## config.mk

```make
export PLATFORM = sky130hd
export DESIGN_NAME = frac_clk_kick
export DESIGN_NICKNAME = d
export VERILOG_FILES = /design/src/rtl/frc_pkg.sv /design/src/rtl/frc_regs.sv /design/src/rtl/frc_update.sv /design/src/rtl/frc_swallow.sv /design/src/rtl/frac_clk_kick.sv
export SDC_FILE = /design/constraint.sdc
export NUM_CORES = 1
export LEC_CHECK = 0
export ABC_AREA = 1
export BUFFER_PORTS_ARGS = -buffer_cell sky130_fd_sc_hd__buf_4
export CAP_MARGIN = 20
export CORE_ASPECT_RATIO = 0.7
export CORE_MARGIN = 2
export CORE_UTILIZATION = 50
export DETAILED_ROUTE_END_ITERATION = 7
export GPL_TIMING_DRIVEN = 0
export HOLD_SLACK_MARGIN = 0.05
export PLACE_DENSITY = 0.73
export SYNTH_ARGS = -nofsm -noshare
export SYNTH_HDL_FRONTEND = slang
export SYNTH_SLANG_ARGS = --single-unit
export TNS_END_PERCENT = 100
```

## constraint.sdc

```tcl
create_clock -name clk -period 1.9 [get_ports clk]
set_input_delay 0.38 -clock clk [delete_from_list [all_inputs] [get_ports clk]]
set_output_delay 0.38 -clock clk [all_outputs]
set_load 0.03 [all_outputs]
```

## src/rtl/frc_pkg.sv

```systemverilog
// Package: shared constants for the fractional clock block.
// Assumes a 32-bit register port with two decoded addresses.
package frc_pkg;
    localparam int DATA_W    = 32;
    localparam int ADDR_W    = 2;
    localparam int WIN_W     = 5;               // window = 2**WIN_W cycles
    localparam int MULT_W    = WIN_W + 1;       // holds 1..2**WIN_W
    localparam int CODE_LSB  = 8;               // code field position
    localparam int KICK_BIT  = 31;              // self-clearing request bit
    localparam logic [ADDR_W-1:0] ADDR_RATIO = 2'd0;
    localparam logic [ADDR_W-1:0] ADDR_KICK  = 2'd1;
endpackage

```

## src/rtl/frc_regs.sv

```systemverilog
// Module: register bank holding the ratio word and the kick word.
// The kick bit itself is owned by the update logic; this bank only
// raises a request when bit KICK_BIT is written as 1 while idle.
module frc_regs
    import frc_pkg::*;
(
    input  logic              clk,
    input  logic              rst_n,
    input  logic              we,
    input  logic [ADDR_W-1:0] addr,
    input  logic [DATA_W-1:0] wdata,
    input  logic              busy,
    output logic [DATA_W-1:0] rdata,
    output logic [WIN_W-1:0]  code,
    output logic              kick_req
);
    logic [DATA_W-1:0] ratio_q;
    logic [DATA_W-1:0] kick_q;   // bit KICK_BIT unused here

    // Store software writes into the two words.
    always_ff @(posedge clk) begin
        if (!rst_n) begin
            ratio_q <= '0;
            kick_q  <= '0;
        end else if (we) begin
            if (addr == ADDR_RATIO) ratio_q <= wdata;
            if (addr == ADDR_KICK)  kick_q  <= wdata;
        end
    end

    // Decode a kick request and the current code field.
    always_comb begin
        kick_req = we && (addr == ADDR_KICK) && wdata[KICK_BIT] && !busy;
        code     = ratio_q[CODE_LSB +: WIN_W];
    end

    // Read mux; the kick bit reflects the hardware-owned busy state.
    always_comb begin
        rdata = '0;
        if (addr == ADDR_RATIO) rdata = ratio_q;
        else if (addr == ADDR_KICK) begin
            rdata           = kick_q;
            rdata[KICK_BIT] = busy;
        end
    end
endmodule

```

## src/rtl/frc_update.sv

```systemverilog
// Module: window counter plus pending/active ratio with kick handshake.
// Captures mult at an accepted kick, applies it at the window wrap and
// clears busy on that same edge.
module frc_update
    import frc_pkg::*;
(
    input  logic              clk,
    input  logic              rst_n,
    input  logic              kick_req,
    input  logic [WIN_W-1:0]  code,
    output logic              busy,
    output logic              wrap,
    output logic [MULT_W-1:0] mult
);
    localparam logic [MULT_W-1:0] FULL = MULT_W'(1 << WIN_W);
    logic [WIN_W-1:0]  cnt_q;
    logic [MULT_W-1:0] pend_q;

    // Free-running position inside the 32-cycle window.
    always_ff @(posedge clk) begin
        if (!rst_n) cnt_q <= '0;
        else        cnt_q <= cnt_q + 1'b1;
    end

    assign wrap = (cnt_q == '1);

    // Kick capture, boundary apply and self-clear of busy.
    always_ff @(posedge clk) begin
        if (!rst_n) begin
            busy   <= 1'b0;
            pend_q <= FULL;
            mult   <= FULL;
        end else if (kick_req) begin
            busy   <= 1'b1;
            pend_q <= FULL - MULT_W'(code);
        end else if (busy && wrap) begin
            busy   <= 1'b0;
            mult   <= pend_q;
        end
    end

    // Counts how long busy has been held, for the latency check.
    logic [MULT_W:0] busy_len;
    always_ff @(posedge clk) begin
        if (!rst_n || !busy) busy_len <= '0;
        else                 busy_len <= busy_len + 1'b1;
    end

    assert_busy_bounded_R5: assert property (@(posedge clk) disable iff (!rst_n)
        busy_len <= (MULT_W+1)'(1 << WIN_W));

    assert_switch_on_wrap_R7: assert property (@(posedge clk) disable iff (!rst_n)
        (mult != $past(mult)) |-> ($past(wrap) && $fell(busy)));

    assert_kick_ignored_busy_R6: assert property (@(posedge clk) disable iff (!rst_n)
        ($past(busy) && busy) |-> $stable(pend_q));

    assert_mult_range_R2: assert property (@(posedge clk) disable iff (!rst_n)
        (mult >= 1) && (mult <= FULL));
endmodule

```

## src/rtl/frc_swallow.sv

```systemverilog
// Module: phase accumulator that passes mult of every 32 cycles.
// Assumes mult changes only on the cycle after wrap; the accumulator
// restarts at zero there so each window holds exactly mult enables.
module frc_swallow
    import frc_pkg::*;
(
    input  logic              clk,
    input  logic              rst_n,
    input  logic              wrap,
    input  logic [MULT_W-1:0] mult,
    output logic              en
);
    logic [WIN_W-1:0] acc_q;
    logic [MULT_W:0]  sum;

    // Sum of phase and step; the carry bit marks a passed cycle.
    assign sum = {2'b00, acc_q} + {1'b0, mult};

    // Advance phase, restart at each window start, register the enable.
    always_ff @(posedge clk) begin
        if (!rst_n) begin
            acc_q <= '0;
            en    <= 1'b0;
        end else begin
            acc_q <= wrap ? '0 : sum[WIN_W-1:0];
            en    <= (sum >= (MULT_W+1)'(1 << WIN_W));
        end
    end

    assert_spread_R9: assert property (@(posedge clk) disable iff (!rst_n)
        (mult >= MULT_W'(16) && $past(mult) >= MULT_W'(16) && $past(rst_n) && !en)
        |-> $past(en));
endmodule

```

## src/rtl/frac_clk_kick.sv

```systemverilog
// Module: top of the fractional clock enable generator.
// Connects the register bank, the update handshake and the swallower.
module frac_clk_kick
    import frc_pkg::*;
(
    input  logic        clk,
    input  logic        rst_n,
    input  logic        reg_we,
    input  logic [1:0]  reg_addr,
    input  logic [31:0] reg_wdata,
    output logic [31:0] reg_rdata,
    output logic        clk_en,
    output logic        busy
);
    logic [WIN_W-1:0]  code;
    logic              kick_req;
    logic              wrap;
    logic [MULT_W-1:0] mult;

    frc_regs u_regs (
        .clk(clk), .rst_n(rst_n), .we(reg_we), .addr(reg_addr),
        .wdata(reg_wdata), .busy(busy), .rdata(reg_rdata),
        .code(code), .kick_req(kick_req)
    );

    frc_update u_upd (
        .clk(clk), .rst_n(rst_n), .kick_req(kick_req), .code(code),
        .busy(busy), .wrap(wrap), .mult(mult)
    );

    frc_swallow u_sw (
        .clk(clk), .rst_n(rst_n), .wrap(wrap), .mult(mult), .en(clk_en)
    );

    assert_kick_sets_busy_R4: assert property (@(posedge clk) disable iff (!rst_n)
        (reg_we && reg_addr == ADDR_KICK && reg_wdata[KICK_BIT] && !busy) |=> busy);
endmodule

```

==> results of run 1 <==
layout by cell type (no fill, tap or decap):
cell type,instances
o21ai_1,6
xnor2_1,2
clkbuf_8,9
inv_2,3
clkbuf_4,1
xor2_1,1
nor2_1,87
clkinvlp_4,2
nand3_4,2
o21ai_0,95
inv_1,51
dfxtp_1,87
clkbuf_1,11
and2_1,1
buf_2,8
buf_1,1
ha_1,8
clkbuf_2,3
nand3_1,7
o22ai_1,4
a21oi_1,43
bufinv_16,3
nor2_4,1
nor3_1,1
buf_6,2
buf_4,71
fa_1,1
clkinv_4,1
nand4_1,1
inv_4,1
o211ai_1,1
nand2_4,1
nand2_1,59
power by group through the flow:
stage / Combinational (W) / Clock, W / Sequential [W]
2_1_floorplan: 0.000270 / 0 / 0.00197
3_3_place_gp: 0.000439 / 0 / 0.00197
3_5_place_dp: 0.000447 / 0 / 0.00198
4_1_cts: 0.000450 / 0.00155 / 0.00193
5_1_grt: 0.000503 / 0.00162 / 0.00194
6_report: 0.000451 / 0.00154 / 0.00193
critical path, delay by kind of cell:
family | cells | cell delay [ns]
compound gates | 1 | 0.10
buf+inv | 4 | 0.74
simple gates | 2 | 0.20
how the worst max path moves through the flow:
stage	startpoint	endpoint	slack [ns]
2_1_floorplan	reg_addr[1]	reg_rdata[12]	0.14
3_3_place_gp	reg_addr[1]	reg_rdata[7]	0.02
3_5_place_dp	reg_addr[1]	reg_rdata[7]	-0.05
4_1_cts	reg_addr[1]	reg_rdata[7]	0.02
5_1_grt	u_upd.cnt_q[0]$_SDFF_PN0_	u_upd.mult[3]$_SDFFE_PN0P_	0.004
6_report	reg_addr[1]	reg_rdata[29]	0.09
layer usage:
| layer | track usage [%] | up-vias | part of all wire, % |
|---|---|---|---|
| li1 | - | 1734 | - |
| met1 | 32.89 | 1582 | 50 |
| met2 | 40.07 | 91 | 43 |
| met3 | 6.416 | 11 | 5.2 |
| met4 | 5.117 | 0 | 1.1 |
| met5 | 0 | - | 0 |
area by class of cell:
type	instances	area, um^2	share of cell area [%]
Buffer	26	137.6	3.040
Clock buffer	11	131.4	2.902
Clock inverter	5	106.4	2.349
Inverter	56	216.5	4.782
Multi-Input combinational cell	321	1558	34.41
Sequential cell	87	1742	38.47
Tap cell	94	117.6	2.598
Timing Repair Buffer	69	518.0	11.44
metrics by stage:
step | hold WS (ns) | util [%] | TNS, ns | total power [W] | worst slack (ns)
final | 0.2607 | 65.48 | 0 | 0.003921 | 0.08742
after global routing | 0.2656 | 65.48 | 0 | 0.004068 | 0.003774
after CTS | 0.2529 | 65.38 | 0 | 0.003936 | 0.02256
after detailed placement | 0.4353 | 61.92 | -0.2021 | 0.002424 | -0.05166
after global placement | 0.4327 | 61.92 | 0 | 0.002412 | 0.01905
after floorplan | 0.4178 | - | 0 | 0.002243 | 0.1356
logic make-up (layout without fill, tap and decap cells):
group / after synthesis / after routing
compound gates: 149 / 149
buf+inv: 82 / 167
xor+xnor: 3 / 3
fa+ha+maj: 9 / 9
flops: 87 / 87
simple gates: 160 / 160
flip-flops by register name (all words and copies together), names as in the netlist:
signal / count
u_sw.en: 1
u_upd.cnt_q: 5
u_sw.acc_q: 5
u_regs.kick_q: 31
u_regs.ratio_q: 32
u_upd.pend_q: 6
u_upd.mult: 6
u_upd.busy: 1
timing repair:
action,CTS,global route
endpoints found under the hold margin,0,0
setup endpoints to repair,9,15
resized for setup,1,4
hold buffers,0,0
==> flow_summary_export.csv, run 1 <==
group,metric,value,unit
clocking,clockRootBuffer,"clkbuf_8",
critical_path,critPathCaptureType,"output port",
power_and_ir_drop,p_seq_share,49.3,%
sta,hold_viol,0,
sta,worst_pin_slew,0.5206,ns
synthesis,synth_top_area_share,47.79,%
synthesis,synth-compound-area-share,20.67,%
clocking,cts_tree,"yes",
floorplan,io_pins,71,
sta,setup_violations,0,
power_and_ir_drop,power_frac_comb,11.5,%
cells_and_area,n_antenna_cell,0,
critical_path,worstReg2RegStart,"u_upd.cnt_q[0]$_SDFF_PN0_",
synthesis,synth-edff-count,0,
critical_path,start_kind,"input port",
cells_and_area,fill_cells,639,
sta,maxSlewHeadroom,65.29,%
clocking,numCtsBuffers,9,
power_and_ir_drop,powerDensity,866.2,nW/um^2
synthesis,synth_area_leader_cell,"dfxtp_1",
min_path,hold_path_depth,3,
routing,drc_errors,0,
min_path,holdPathEnd,"u_regs.ratio_q[14]$_SDFFE_PN0P_",
cells_and_area,nets,616,
floorplan,die_x,106.0,um
synthesis,synth_xor_area_share,0.7209,%
cells_and_area,postLayoutCellArea,4527,um^2
run_status,status,"finished, final reports clean",
synthesis,ys_warn_count,0,
clocking,postCtsSetupRepairBufs,0,
power_and_ir_drop,p_sw_share,24.67,%
synthesis,synth_most_common_cell,"o21ai_0",
global_routing,grt-ovfl-total,0,
routing,dr.pass1.iters,5,
floorplan,rows,25,
clocking,clock_path_buffers,2,
floorplan,dieArea,7999,um^2
power_and_ir_drop,ir_worst_vdd,0.4649,mV
critical_path,critPathSlowestCell,"clkbuf_4",
clocking,cts.sink_count,87,
cells_and_area,drive_gt1_share,18.78,%
floorplan,initial_utilization,52.72,%
place,post-place-cells,653,
job,drv_cap,0,
place,placedInstanceArea,4280,um^2
synthesis,synth_seq_area_share,47.79,%
synthesis,synth_top_family_by_area,"compound AO/OA/AOI/OAI gates",
power_and_ir_drop,p_leak,1.944,nW
floorplan,core-area,6913,um^2
routing,wl,8990,um
critical_path,arrival,1.43,ns
synthesis,synth_nets,536,
sta,max_freq,0.5517,GHz
critical_path,required,1.52,ns
routing,antenna_left,0,
routing,vias,3418,
global_routing,grt_antenna_before_repair,0,
min_path,hold_path_class,"input port to flip-flop",
synthesis,yosys-top-cells-area,"dfxtp_1 48%, o21ai_0 13%, nor2_1 9.0%",
synthesis,yosys.area_share.simple,18.06,%
sta,period_needed,1.813,ns
synthesis,synth_mux_area_share,0,%
cells_and_area,area_growth,24.20,%
critical_path,crit_chain,"buf_4, nor2_4, buf_4, clkbuf_4, nand2_1, o21ai_0, buf_4",
synthesis,postSynthCellCount,490,
min_path,worstHoldStart,"reg_wdata[14]",
critical_path,crit_path_frequent_cell,"buf_4",
power_and_ir_drop,clock_power_share,39.2,%
critical_path,cp_max_fo,10,
synthesis,netlist_area,3645,um^2
place,port_buffers,69,
global_routing,grt_first_pass_wirelength,15090,um
clocking,path_clk_slew,0.09,ns
synthesis,ys_ff_latch,87,
sta,fin_skew,0.006673,ns
power_and_ir_drop,p_switching,0.0009673,W
synthesis,netlist_top_cells_count,"95 x o21ai_0, 87 x dfxtp_1, 87 x nor2_1",
global_routing,first_global_vias,3157,
critical_path,cpPeakStageDelay,0.22,ns
critical_path,crit_type,"input port to output port",
routing,post_drt_wl_per_cell,13.44,um
routing,drt_iter0_markers,232,
critical_path,timing.rr.end,"u_upd.mult[3]$_SDFFE_PN0P_",
synthesis,ys_types,29,
global_routing,grt_use_total,24.29,%
place,gp_congestion,0.8082,
floorplan,die_y,75.43,um
sta,post-route-period-util,95.40,%
sta,maxSlewViolCount,0,
place,dp_hpwl,6432,um
synthesis,avgSynthCellArea,7.438,um^2
global_routing,grt_max_degree,15,
synthesis,synthAdderAreaFrac,3.296,%
clocking,worstSkewPairLatency,0.36,ns
critical_path,r2r_cells,8,
sta,rsz0062_at_grt,"no",
synthesis,yosys_most_used_dff,"dfxtp_1",
clocking,htree_levels,3,
critical_path,r2r_setup_slack,0.21,ns
power_and_ir_drop,p_int,0.002954,W
synthesis,async_flop_share,0,%
routing,viasPerCell,5.109,
cells_and_area,fin_cells,669,
No activity file was read; power rests on OpenSTA's default activity.
==> run 2, diff against run 1 <==
- SETUP_SLACK_MARGIN: default -> 0.3
==> run 2 against run 1 <==
Final cell count grew 0.75%. Sequential cell count unchanged. Total power is 2.2% higher. Clock power about the same. Register-to-register slack gained 0.20 ns. Setup slack better by 0.20 ns. First-iteration DRC count fell by 42%. Clock-buffer cell count decreased by 1. Wire length increased by 5.6%. Global-route usage up 0.27 points. Critical path type unchanged. Critical endpoint is now reg_rdata[8].
==> flow_summary_export.csv, run 2 (synthesized netlist as in run 1, its figures left out) <==
group,metric,value,unit
global_routing,grt_antenna_before_repair,0,
critical_path,cp_max_fo,10,
routing,viasPerCell,5.126,
cells_and_area,n_antenna_cell,0,
min_path,hold_path_depth,3,
power_and_ir_drop,ir_worst_vdd,0.4074,mV
power_and_ir_drop,powerDensity,839.1,nW/um^2
cells_and_area,nets,622,
cells_and_area,top_regs,"u_regs.ratio_q x32, u_regs.kick_q x31",
power_and_ir_drop,p_switching,0.0009926,W
cells_and_area,largest_reg_flops,32,
critical_path,r2r_cells,8,
clocking,clock_path_buffers,2,
floorplan,rows,25,
floorplan,io_pins,71,
critical_path,start_kind,"input port",
clocking,cts.sink_count,87,
sta,hold_viol,0,
critical_path,worstReg2RegStart,"u_upd.cnt_q[0]$_SDFF_PN0_",
routing,drc_errors,0,
place,dp_hpwl,6628,um
power_and_ir_drop,p_int,0.003015,W
clocking,htree_levels,3,
global_routing,grt_use_total,24.57,%
critical_path,crit_type,"input port to output port",
floorplan,die_x,106.0,um
sta,worst_pin_slew,0.5179,ns
floorplan,initial_utilization,52.72,%
sta,max_freq,0.6195,GHz
cells_and_area,regMostFlops,"u_regs.ratio_q",
power_and_ir_drop,clock_power_share,38.9,%
clocking,numCtsBuffers,9,
place,gp_congestion,0.8467,
routing,drt_iter0_markers,135,
routing,wl,9496,um
sta,maxSlewHeadroom,65.47,%
critical_path,required,1.52,ns
power_and_ir_drop,power_frac_comb,12.7,%
global_routing,first_global_vias,3240,
sta,fin_tns_setup,0,ns
sta,fin_skew,0.009266,ns
sta,rsz0062_at_grt,"yes",
critical_path,arrival,1.23,ns
run_status,status,"finished, final reports clean",
clocking,cts_tree,"yes",
floorplan,die_y,75.43,um
cells_and_area,area_growth,31.03,%
min_path,holdPathEnd,"u_regs.ratio_q[26]$_SDFFE_PN0P_",
clocking,worstSkewPairLatency,0.36,ns
global_routing,grt-ovfl-total,0,
sta,post-route-period-util,84.95,%
routing,vias,3455,
floorplan,dieArea,7999,um^2
power_and_ir_drop,p_leak,2.064,nW
place,port_buffers,69,
power_and_ir_drop,p_sw_share,24.77,%
routing,antenna_left,0,
min_path,worstHoldStart,"reg_wdata[26]",
cells_and_area,final_cell_mix,"86 x nor2_1, 86 x dfxtp_1, 68 x o21ai_0",
sta,setup_violations,0,
routing,post_drt_wl_per_cell,14.09,um
critical_path,timing.rr.end,"u_upd.mult[3]$_SDFFE_PN0P_",
min_path,hold_path_class,"input port to flip-flop",
critical_path,r2r_setup_slack,0.41,ns
job,drv_cap,0,
clocking,path_clk_slew,0.09,ns
sta,fin_hold_ws,0.2633,ns
floorplan,core-area,6913,um^2
cells_and_area,drive_gt1_share,24.66,%
clocking,clockRootBuffer,"clkbuf_8",
power_and_ir_drop,p_seq_share,48.3,%
routing,dr.pass1.iters,5,
critical_path,critPathCaptureType,"output port",
global_routing,grt_max_degree,15,
sta,period_needed,1.614,ns
sta,maxSlewViolCount,0,
global_routing,grt_first_pass_wirelength,15320,um
clocking,ctsHoldBuffers,0,
-- run 2: cell count changes in the layout (fill, tap and decap cells not counted), sizes merged --
cell      delta
buf          +8
clkinv       +1
clkbuf       -3
clkinvlp     -1
-- run 2: how the worst max path moves through the flow --
stage                    endpoint         from  slack [ns]
CTS                 reg_rdata[17]  reg_addr[1]        0.27
global route         reg_rdata[8]  reg_addr[1]        0.25
finish               reg_rdata[8]  reg_addr[1]        0.29
floorplan           reg_rdata[12]  reg_addr[1]        0.14
global placement    reg_rdata[15]  reg_addr[1]       0.003
detailed placement  reg_rdata[17]  reg_addr[1]      -0.006
-- run 2: through the flow --
step,worst slack (ns),area (um^2),util [%],power [W],instances
after floorplan,0.1356,3645,-,0.002244,490
after global placement,0.002723,4280,61.92,0.002413,653
after detailed placement,-0.006040,4280,61.92,0.002428,653
after CTS,0.2663,4621,66.84,0.003989,672
after global routing,0.2499,4776,69.09,0.004160,674
final,0.2859,4776,69.09,0.004007,674
-- run 2: critical path, cell delays in order --
cell     delay (ns)
buf_8          0.10
inv_2          0.08
nand2_2        0.12
buf_6          0.19
o22ai_2        0.17
buf_4          0.19
-- run 2: power by group through the flow --
| stage | Clock (W) | Sequential, W | Combinational [W] |
|---|---|---|---|
| global route | 0.00166 | 0.00195 | 0.000558 |
| detailed placement | 0 | 0.00198 | 0.000451 |
| CTS | 0.00158 | 0.00193 | 0.000476 |
| global placement | 0 | 0.00197 | 0.000440 |
| finish | 0.00156 | 0.00194 | 0.000509 |
| floorplan | 0 | 0.00197 | 0.000271 |
-- run 2: timing repair --
action | CTS | global route
resized for setup | 29 | 49
endpoints found under the setup margin | 35 | 37
pin swaps | 1 | 1
cloned | 0 | 1
setup buffers | 4 | 1
-- run 2: final cells by class --
type | instances | area, um^2
clock inverters | 5 | 106.4
multi-input cells | 321 | 1657
clock buffers | 10 | 137.6
well taps | 94 | 117.6
fillers | 563 | 2137
inverters | 56 | 214.0
repair buffers | 75 | 621.8
plain buffers | 26 | 178.9
flip-flops and latches | 87 | 1743
-- run 2: routing by layer --
layer,routed length [um],part of all wire (%),global-route usage (%),vias to the layer above
met5,0,0,0,-
met4,167,1.8,9.503,0
met3,673,7.1,5.902,16
met2,4032,42,37.63,113
met1,4623,49,34.19,1575
li1,-,-,-,1751
